File: src/rtl/lpm_pkg.sv
package lpm_pkg;
  localparam int PCT_W    = 7;
  localparam int PCT_FULL = 100;
  localparam int QBITS    = 7;
  localparam int DIV_LAT  = 7;
endpackage

File: src/rtl/lpm_window.sv
module lpm_window #(
  parameter int WIN_TICKS = 250
) (
  input  logic clk,
  input  logic rst_n,
  input  logic en_i,
  input  logic tick_i,
  output logic win_end_o,
  output logic warm_o
);
  localparam int WW = (WIN_TICKS > 1) ? $clog2(WIN_TICKS) : 1;

  logic [WW-1:0] tick_cnt;
  logic          last_tick;

  assign last_tick = (tick_cnt == WW'(WIN_TICKS - 1));
  assign win_end_o = en_i & tick_i & last_tick;

  always_ff @(posedge clk or negedge rst_n) begin
    if (!rst_n) begin
      tick_cnt <= '0;
      warm_o   <= 1'b0;
    end else if (!en_i) begin
      tick_cnt <= '0;
      warm_o   <= 1'b0;
    end else if (tick_i) begin
      tick_cnt <= last_tick ? '0 : tick_cnt + 1'b1;
      if (last_tick) warm_o <= 1'b1;
    end
  end
endmodule

File: src/rtl/lpm_act_counter.sv
module lpm_act_counter #(
  parameter int CNT_W = 16
) (
  input  logic             clk,
  input  logic             rst_n,
  input  logic             en_i,
  input  logic             act_i,
  input  logic             win_end_i,
  output logic [CNT_W-1:0] cap_o
);
  logic [CNT_W-1:0] cnt;

  function automatic logic [CNT_W-1:0] sat_inc(input logic [CNT_W-1:0] c, input logic a);
    return (a && (c != {CNT_W{1'b1}})) ? c + 1'b1 : c;
  endfunction

  assign cap_o = sat_inc(cnt, act_i);

  always_ff @(posedge clk or negedge rst_n) begin
    if (!rst_n)                cnt <= '0;
    else if (!en_i || win_end_i) cnt <= '0;
    else                       cnt <= cap_o;
  end
endmodule

File: src/rtl/lpm_divider.sv
module lpm_divider
  import lpm_pkg::*;
#(
  parameter int CNT_W = 16
) (
  input  logic             clk,
  input  logic             rst_n,
  input  logic             en_i,
  input  logic             start_i,
  input  logic [CNT_W-1:0] cnt_i,
  input  logic [CNT_W-1:0] fs_i,
  output logic             busy_o,
  output logic [PCT_W-1:0] pct_o,
  output logic             valid_o,
  output logic             upd_o
);
  localparam int NW = CNT_W + QBITS;

  logic [NW-1:0]    rem;
  logic [CNT_W-1:0] fs_q;
  logic [2:0]       bit_idx;
  logic [QBITS-1:0] quo;
  logic             sat_q;
  logic [NW-1:0]    trial;
  logic             take;
  logic [QBITS-1:0] quo_next;

  function automatic logic [NW-1:0] times100(input logic [CNT_W-1:0] c);
    return (NW'(c) << 6) + (NW'(c) << 5) + (NW'(c) << 2);
  endfunction

  function automatic logic saturates(input logic [CNT_W-1:0] c, input logic [CNT_W-1:0] f);
    return (f == '0) || (c >= f);
  endfunction

  assign trial    = NW'(fs_q) << bit_idx;
  assign take     = (rem >= trial);
  assign quo_next = take ? (quo | (QBITS'(1) << bit_idx)) : quo;

  always_ff @(posedge clk or negedge rst_n) begin
    if (!rst_n) begin
      busy_o  <= 1'b0;
      bit_idx <= '0;
      rem     <= '0;
      fs_q    <= '0;
      quo     <= '0;
      sat_q   <= 1'b0;
      pct_o   <= '0;
      valid_o <= 1'b0;
      upd_o   <= 1'b0;
    end else if (!en_i) begin
      busy_o  <= 1'b0;
      pct_o   <= '0;
      valid_o <= 1'b0;
      upd_o   <= 1'b0;
    end else begin
      upd_o <= 1'b0;
      if (start_i) begin
        busy_o  <= 1'b1;
        bit_idx <= 3'(QBITS - 1);
        rem     <= times100(cnt_i);
        fs_q    <= fs_i;
        quo     <= '0;
        sat_q   <= saturates(cnt_i, fs_i);
      end else if (busy_o) begin
        if (take) rem <= rem - trial;
        quo <= quo_next;
        if (bit_idx == 3'd0) begin
          busy_o  <= 1'b0;
          pct_o   <= sat_q ? PCT_W'(PCT_FULL) : quo_next;
          valid_o <= 1'b1;
          upd_o   <= 1'b1;
        end else begin
          bit_idx <= bit_idx - 1'b1;
        end
      end
    end
  end
endmodule

File: src/rtl/load_pct_meter.sv
module load_pct_meter
  import lpm_pkg::*;
#(
  parameter int WIN_TICKS = 250,
  parameter int CNT_W     = 16
) (
  input  logic             clk,
  input  logic             rst_n,
  input  logic             en_i,
  input  logic             tick_i,
  input  logic             act_i,
  input  logic [CNT_W-1:0] full_scale_i,
  output logic [PCT_W-1:0] pct_o,
  output logic             valid_o,
  output logic             upd_o
);
  logic             win_end;
  logic             warm;
  logic             div_start;
  logic             div_busy;
  logic [CNT_W-1:0] win_count;

  lpm_window #(.WIN_TICKS(WIN_TICKS)) u_window (
    .clk(clk), .rst_n(rst_n), .en_i(en_i), .tick_i(tick_i),
    .win_end_o(win_end), .warm_o(warm)
  );

  lpm_act_counter #(.CNT_W(CNT_W)) u_act (
    .clk(clk), .rst_n(rst_n), .en_i(en_i), .act_i(act_i),
    .win_end_i(win_end), .cap_o(win_count)
  );

  assign div_start = win_end & warm;

  lpm_divider #(.CNT_W(CNT_W)) u_div (
    .clk(clk), .rst_n(rst_n), .en_i(en_i), .start_i(div_start),
    .cnt_i(win_count), .fs_i(full_scale_i), .busy_o(div_busy),
    .pct_o(pct_o), .valid_o(valid_o), .upd_o(upd_o)
  );
endmodule


File: config.mk
export PLATFORM = sky130hd
export DESIGN_NAME = load_pct_meter
export DESIGN_NICKNAME = d
export VERILOG_FILES = /design/src/rtl/lpm_pkg.sv /design/src/rtl/lpm_window.sv /design/src/rtl/lpm_act_counter.sv /design/src/rtl/lpm_divider.sv /design/src/rtl/load_pct_meter.sv
export SDC_FILE = /design/constraint.sdc
export NUM_CORES = 1
export LEC_CHECK = 0
export ABC_AREA = 0
export BUFFER_PORTS_ARGS = -buffer_cell sky130_fd_sc_hd__buf_2
export CAP_MARGIN = 20
export CORE_MARGIN = 2
export CORE_UTILIZATION = 35
export DETAILED_ROUTE_END_ITERATION = 10
export REMOVE_ABC_BUFFERS = 1
export SYNTH_ARGS = -nofsm -noshare
export SYNTH_HDL_FRONTEND = slang
export SYNTH_SLANG_ARGS = --single-unit
File: constraint.sdc
create_clock -name clk -period 5.6 [get_ports clk]
set_input_delay 0.28 -clock clk [delete_from_list [all_inputs] [get_ports clk]]
set_output_delay 0.28 -clock clk [all_outputs]
set_load 0.05 [all_outputs]
==> run_results.csv, run 1 <==
group,metric,value,unit
placement,place_hpwl,14.0,mm
pwr,peakVddDrop,0.133,mV
drt,drtIter0Drc,381,
clock_tree,cts_hold_buf,1,
setup_path,r2r_end,"u_div.rem[20]$_DFFE_PN0P_",
setup_path,crit_family,"compound AO/OA/AOI/OAI gates",
floorplan,rows,52,
pwr,pwr-share-comb,6.1,%
floorplan,die_y,148,um
pwr,total_power,1290,uW
sta,tns,0,ns
hold_path,min_path_cells,3,
floorplan,dieArea,21800,sq um
setup_path,reg2reg_depth,17,
pwr,switching_share,25.5,%
sta,worstMarginPinSlew,0.911,ns
clock_tree,clock-root-buffer,"clkbuf_16",
clock_tree,post_cts_resized,0,
layout,stdcell_area,7920,sq um
setup_path,critical_path_class,"reg -> reg",
yosys,synth-seq-cells,85,
sta,period_needed,4.72,ns
run_status,status,"completed",
setup_path,cp_slowest_cell,"xor2_1",
drt,via_per_inst,5.34,
drt,vias,6012,
sta,period_share,84.3,%
setup_path,timing.rr.start,"u_act.cnt[9]$_DFF_PN0_",
layout,fill_cells,2045,
global_routing,grt_pass1_vias,5681,
setup_path,crit_fanout,7,
drt,wl_met3,523,um
drt,route.antenna.remaining_nets,0,
setup_path,max_stage_delay,0.54,ns
clock_tree,cts_htree_levels,3,
global_routing,grt_start_max_net_pins,73,
yosys,avgSynthCellArea,8.66,sq um
setup_path,reg2reg_slack,0.88,ns
pwr,power.density,163,nW/um^2
setup_path,crit_buf_inv,0,
hold_path,hp-class,"in -> reg",
yosys,synthCells,834,
layout,fin_nets,949,
hold_path,hold_path_end,"u_div.fs_q[0]$_DFFE_PN0P_",
floorplan,ios,30,
pwr,seqPwrFrac,47.9,%
drt,drc,0,
setup_path,required,5.83,ns
sta,maxSlewViolCount,0,
sta,skew,0.0127,ns
clock_tree,cts_tree,"done",
setup_path,crit_path_end_kind,"register",
global_routing,grt-ovfl-total,0,
setup_path,crit_arrival,4.95,ns
pwr,internal-power,963,uW
hold_path,worstHoldStart,"full_scale_i[0]",
drt,wl_met2,8.46,mm
layout,drive_above_1_share,9.70,%
clock_tree,clk_pin_slew,0.07,ns
clock_tree,cts_sinks,85,
placement,gp_congestion,0.852,
setup_path,cp-start-kind,"register",
sta,final_hold_viol_count,0,
pwr,leakagePower,0.00377,uW
placement,place_area,7620,sq um
yosys,synth-edff-count,0,
floorplan,initial_core_util,35.7,%
setup_path,crit_chain,"nand4_1 -> or2_1 -> o31ai_1 -> nor2_1 -> nand2_1 -> xor2_1 -> xnor2_1 -> ha_1 -> ha_1 -> a2111o_1 -> o21bai_1 -> a31oi_1 -> o2111ai_1 -> a21oi_1 -> xnor2_1 -> a21oi_1 -> nand2_1",
global_routing,grtUsageTotal,16.9,%
drt,drt_pass1_iterations,4,
layout,post-route-util,39.1,%
clock_tree,cts_buffers,9,
yosys,async_flop_share,100,%
sta,rsz0062_at_grt,"false",
sta,setup_slack,0.878,ns
yosys,synth_ff_type,"dfrtp_1",
run,cap_violations,0,
drt,top_layer_used,"met4",
clock_tree,clk_path_buf_depth,2,
drt,m1WireLength,8.74,mm
sta,relSlewSlack,39.2,%
global_routing,grt_pass1_wl,29.4,mm
pwr,p_clk_share,46.0,%
placement,io_buffer_count,29,
drt,wl_per_cell,16.1,um
yosys,ys_warn_count,0,
setup_path,startpoint,"u_act.cnt[9]$_DFF_PN0_",
floorplan,coreArea,20200,sq um
clock_tree,cts_setup_buffers,0,
yosys,synth_area,7220,sq um
yosys,synth.distinct_cells,73,
floorplan,die-width,148,um
placement,post-place-ws,0.902,ns
pwr,switchingPower,329,uW
layout,n_antenna_cell,0,
sta,setup_viol,0,
clock_tree,insertion_delay,0.36,ns
yosys,yosysSeqAreaShare,29.5,%
layout,synthToLayoutAreaGrowth,9.62,%
sta,fmax,212,MHz
drt,routed_wirelength,18.1,mm
global_routing,antenna_found_initial,0,
## per-stage QoR
step,hold WS [ns],std cells
2_1_floorplan,-0.0156,802
3_3_place_gp,0.154,1109
3_5_place_dp,0.157,1109
4_1_cts,0.182,1126
5_1_grt,0.174,1126
6_report,0.188,1126
## final cells by class
class	count	area, sq um	share of cell area, %
Tap cell	270	338	4.27
Clock buffer	10	239	3.02
Sequential cell	85	2130	26.9
Timing Repair Buffer	38	230	2.91
Multi-Input combinational cell	664	4730	59.8
Inverter	53	199	2.51
Clock inverter	6	51.3	0.648
## how the worst max path moves through the flow
stage                                 to  slack (ns)  cells past startpoint
6_report       u_div.rem[20]$_DFFE_PN0P_        0.88                     17
3_3_place_gp   u_div.rem[20]$_DFFE_PN0P_        0.90                     19
2_1_floorplan   u_div.rem[2]$_DFFE_PN0P_        1.48                     11
3_5_place_dp   u_div.rem[20]$_DFFE_PN0P_        0.90                     17
4_1_cts        u_div.rem[20]$_DFFE_PN0P_        0.86                     17
5_1_grt        u_div.rem[20]$_DFFE_PN0P_        0.41                     19
## synth_stat cells, types with 5 or more instances
cell / n / area (sq um)
xnor2_1: 30 / 263
a22oi_1: 5 / 37.5
nand4_1: 11 / 68.8
nor2b_1: 18 / 113
buf_1: 5 / 18.8
mux4_2: 8 / 180
and2_1: 8 / 50.1
a21oi_1: 62 / 310
buf_6: 5 / 56.3
o21bai_1: 17 / 128
ha_1: 75 / 938
nand3_1: 24 / 120
nand2_1: 78 / 293
a211oi_1: 8 / 60.1
clkbuf_1: 19 / 71.3
nand2b_1: 9 / 56.3
o21a_1: 7 / 52.6
and4_1: 7 / 61.3
dfrtp_1: 85 / 2130
or3_1: 7 / 43.8
nor2_1: 66 / 248
o211ai_1: 5 / 37.5
xor2_1: 23 / 201
a31oi_1: 17 / 106
mux2i_1: 24 / 240
and3_1: 6 / 37.5
inv_1: 51 / 191
o21ai_0: 49 / 245
nor3_1: 18 / 90.1
a21o_1: 13 / 97.6
nor4_1: 6 / 37.5
## state kept, by name, indices dropped and copies added, names as in the netlist
name and cells:
u_act.cnt 16, u_div.bit_idx 3, u_div.busy_o 1, u_div.fs_q 16, u_div.pct_o 7, u_div.quo 7
u_div.rem 23, u_div.sat_q 1, u_div.upd_o 1, u_div.valid_o 1, u_window.tick_cnt 8, u_window.warm_o 1
## power by group through the flow
stage	Clock (uW)	Combinational (uW)	Sequential, uW
3_3_place_gp	0	78.9	631
6_report	595	78.2	619
3_5_place_dp	0	79.3	631
5_1_grt	636	88.7	620
2_1_floorplan	0	39.4	630
4_1_cts	609	80.6	619
## cells in the final DEF (no fill, tap or decap), drive strengths merged, types with 10 or more instances in the layout
cell type and instances:
dfrtp 85, inv 56, nand3 25, a211oi 10, o21bai 17, buf 37, nor2 66, ha 75
a31oi 17, a21oi 64, nor2b 18, o21ai 52, nand2 78, xnor2 33, xor2 25, clkbuf 10
a21o 13, nand4 11, nor3 18, mux2i 24
## routing by layer
metal	up-vias	GRT usage, %
li1	3034	-
met1	2855	23.4
met2	103	27.4
met5	-	0
met3	20	2.59
met4	0	5.34
## logic make-up (layout without fill, tap and decap cells)
family / count (synthesis) / after routing / share of synthesized area [%]
simple gates: 268 / 268 / 17.9
compound gates: 225 / 225 / 20.1
flops: 85 / 85 / 29.5
buf+inv: 85 / 107 / 5.02
fa+ha+maj: 79 / 79 / 13.8
xor+xnor: 58 / 58 / 7.55
mux: 34 / 34 / 6.13
## worst min-delay path, cell delays in order
cell,delay (ns)
buf_2,0.12
nand2_1,0.05
nand2_1,0.06
Power figures use the tool's default switching activity.
==> inputs of run 2 (changes only) <==
==> constraint.sdc (replaced) <==
create_clock -name clk -period 4.2 [get_ports clk]
set_input_delay 0.21 -clock clk [delete_from_list [all_inputs] [get_ports clk]]
set_output_delay 0.21 -clock clk [all_outputs]
set_load 0.05 [all_outputs]
==> run 2 against run 1 <==
Critical path depth shrank 4; sequential cell count stayed put; clock skew decreased by 0.0045 ns; critical path type unchanged; count of clock-buffer cells in the layout unchanged; sequential share of layout area is 1.2 points lower; wire length is 2.3% lower; largest cell class unchanged; non-clock buffer count is 45 higher; largest power group unchanged; global-route usage fell by 0.33 points.
==> run_results.csv, run 2 (same netlist as run 1, synthesis figures left out) <==
group,metric,value,unit
layout,final_cell_mix,"dfrtp_1 (85), nand2_1 (78), ha_1 (74)",
pwr,seqPwrFrac,48.9,%
global_routing,grt_pass1_wl,29.3,mm
sta,final_hold_viol_count,0,
pwr,switching_share,24.8,%
pwr,switchingPower,419,uW
pwr,total_power,1690,uW
setup_path,r2r_end,"u_div.rem[20]$_DFFE_PN0P_",
setup_path,crit_path_end_kind,"register",
drt,wl_per_cell,15.1,um
setup_path,timing.rr.start,"u_div.bit_idx[0]$_DFFE_PN0P_",
drt,drtIter0Drc,385,
sta,worst_hold_slack,0.132,ns
placement,gp_congestion,0.855,
setup_path,required,4.42,ns
clock_tree,clk_path_buf_depth,2,
layout,fin_nets,994,
global_routing,grt_pass1_vias,5761,
layout,layout_commonest_cell,"dfrtp_1",
sta,maxSlewViolCount,0,
pwr,leakagePower,0.00398,uW
global_routing,grtUsageTotal,16.6,%
hold_path,worstHoldStart,"full_scale_i[0]",
layout,regMostFlops,"u_div.rem",
floorplan,ios,30,
sta,worstMarginPinSlew,0.729,ns
sta,tns,0,ns
pwr,peakVddDrop,0.174,mV
placement,place_hpwl,14.1,mm
placement,io_buffer_count,29,
floorplan,dieArea,21800,sq um
global_routing,antenna_found_initial,0,
sta,rsz0062_at_grt,"true",
layout,drive_above_1_share,15.5,%
global_routing,grt_start_max_net_pins,55,
drt,routed_wirelength,17.7,mm
layout,largest_reg_flops,23,
layout,fill_cells,2010,
pwr,pwr-share-comb,6.5,%
floorplan,rows,52,
setup_path,critical_path_class,"reg -> reg",
setup_path,cp-start-kind,"register",
hold_path,hp-class,"in -> reg",
sta,setup_viol,0,
setup_path,crit_arrival,4.24,ns
sta,skew,0.00818,ns
sta,fmax,249,MHz
clock_tree,cts_tree,"done",
setup_path,crit_fanout,15,
clock_tree,cts_htree_levels,3,
sta,period_share,95.6,%
pwr,p_clk_share,44.6,%
layout,post-route-util,41.0,%
pwr,internal-power,1270,uW
clock_tree,clk_pin_slew,0.07,ns
drt,route.antenna.remaining_nets,0,
layout,synthToLayoutAreaGrowth,14.8,%
run,cap_violations,0,
clock_tree,insertion_delay,0.34,ns
setup_path,reg2reg_slack,0.18,ns
clock_tree,cts_buffers,9,
drt,vias,6068,
layout,n_antenna_cell,0,
floorplan,coreArea,20200,sq um
drt,drt_pass1_iterations,5,
setup_path,reg2reg_depth,13,
hold_path,hold_path_end,"u_div.fs_q[0]$_DFFE_PN0P_",
floorplan,die-width,148,um
sta,relSlewSlack,51.3,%
clock_tree,cts_sinks,85,
layout,reg_top3,"u_div.rem x23, u_act.cnt x16, u_div.fs_q x16",
drt,via_per_inst,5.18,
drt,drc,0,
floorplan,die_y,148,um
floorplan,initial_core_util,35.7,%
hold_path,min_path_cells,3,
clock_tree,clock-root-buffer,"clkbuf_16",
run_status,status,"completed",
sta,period_needed,4.02,ns
pwr,power.density,204,nW/um^2
global_routing,grt-ovfl-total,0,
==> run 2: cell types whose count changed in the layout (fill, tap and decap cells not counted), sizes merged <==
cell / change
buf: +45
clkinv: +1
inv: -1
==> run 2: how the worst max path moves through the flow <==
stage	start	endpoint	depth (start not counted)
after floorplan	u_div.bit_idx[1]$_DFFE_PN0P_	u_div.rem[2]$_DFFE_PN0P_	11
after global placement	u_act.cnt[14]$_DFF_PN0_	u_div.rem[20]$_DFFE_PN0P_	17
after detailed placement	u_act.cnt[14]$_DFF_PN0_	u_div.rem[18]$_DFFE_PN0P_	17
after CTS	u_act.cnt[14]$_DFF_PN0_	u_div.rem[18]$_DFFE_PN0P_	17
after global routing	u_act.cnt[11]$_DFF_PN0_	u_div.rem[20]$_DFFE_PN0P_	19
final	u_div.bit_idx[0]$_DFFE_PN0P_	u_div.rem[20]$_DFFE_PN0P_	13
==> run 2: what timing repair did <==
item,CTS,global route
hold buffers,1,0
hold endpoints to repair,40,0
setup buffers,0,1
endpoints found under the setup margin,0,18
gates resized for setup,0,15
==> run 2: layout make-up <==
type                    count  area (sq um)  share of cell area (%)
multi-input cells         664          4790                    57.7
clock inverters             6          46.3                   0.558
inverters                  53           199                    2.40
flip-flops and latches     85          2130                    25.6
repair buffers             83           568                    6.85
well taps                 270           338                    4.07
clock buffers              10           229                    2.76
==> run 2: metrics by stage <==
| stage | instances | setup WS, ns | cell area (sq um) |
|---|---|---|---|
| floorplan | 802 | 0.0807 | 7060 |
| global placement | 1153 | 0.138 | 7950 |
| detailed placement | 1153 | 0.0889 | 7950 |
| CTS | 1170 | 0.0728 | 8230 |
| global route | 1171 | 0.00128 | 8290 |
| finish | 1171 | 0.185 | 8290 |
==> run 2: layer usage <==
layer / share of wire (%) / track usage (%) / wire (um)
met4: 1.0 / 4.09 / 180
met1: 49 / 24.0 / 8710
met5: 0 / 0 / 0
met3: 3.1 / 1.91 / 552
met2: 47 / 26.6 / 8250
==> run 2: worst max-delay path, cell delays in order (launching register included) <==
cell and delay, ns:
dfrtp_1 0.51, buf_4 0.23, mux4_2 0.53, mux2i_1 0.18
ha_1 0.33, and4_1 0.29, and2_1 0.15, a221o_1 0.30
or2_0 0.36, o21ai_4 0.45, buf_12 0.20, nor3_1 0.05
mux2i_1 0.23, nand2_1 0.08
==> run 2: power groups by stage <==
stage	Clock (uW)	Sequential, uW	Combinational (uW)
6_report	754	826	109
5_1_grt	807	826	125
4_1_cts	773	826	111
3_5_place_dp	0	841	109
3_3_place_gp	0	841	109
2_1_floorplan	0	841	52.6
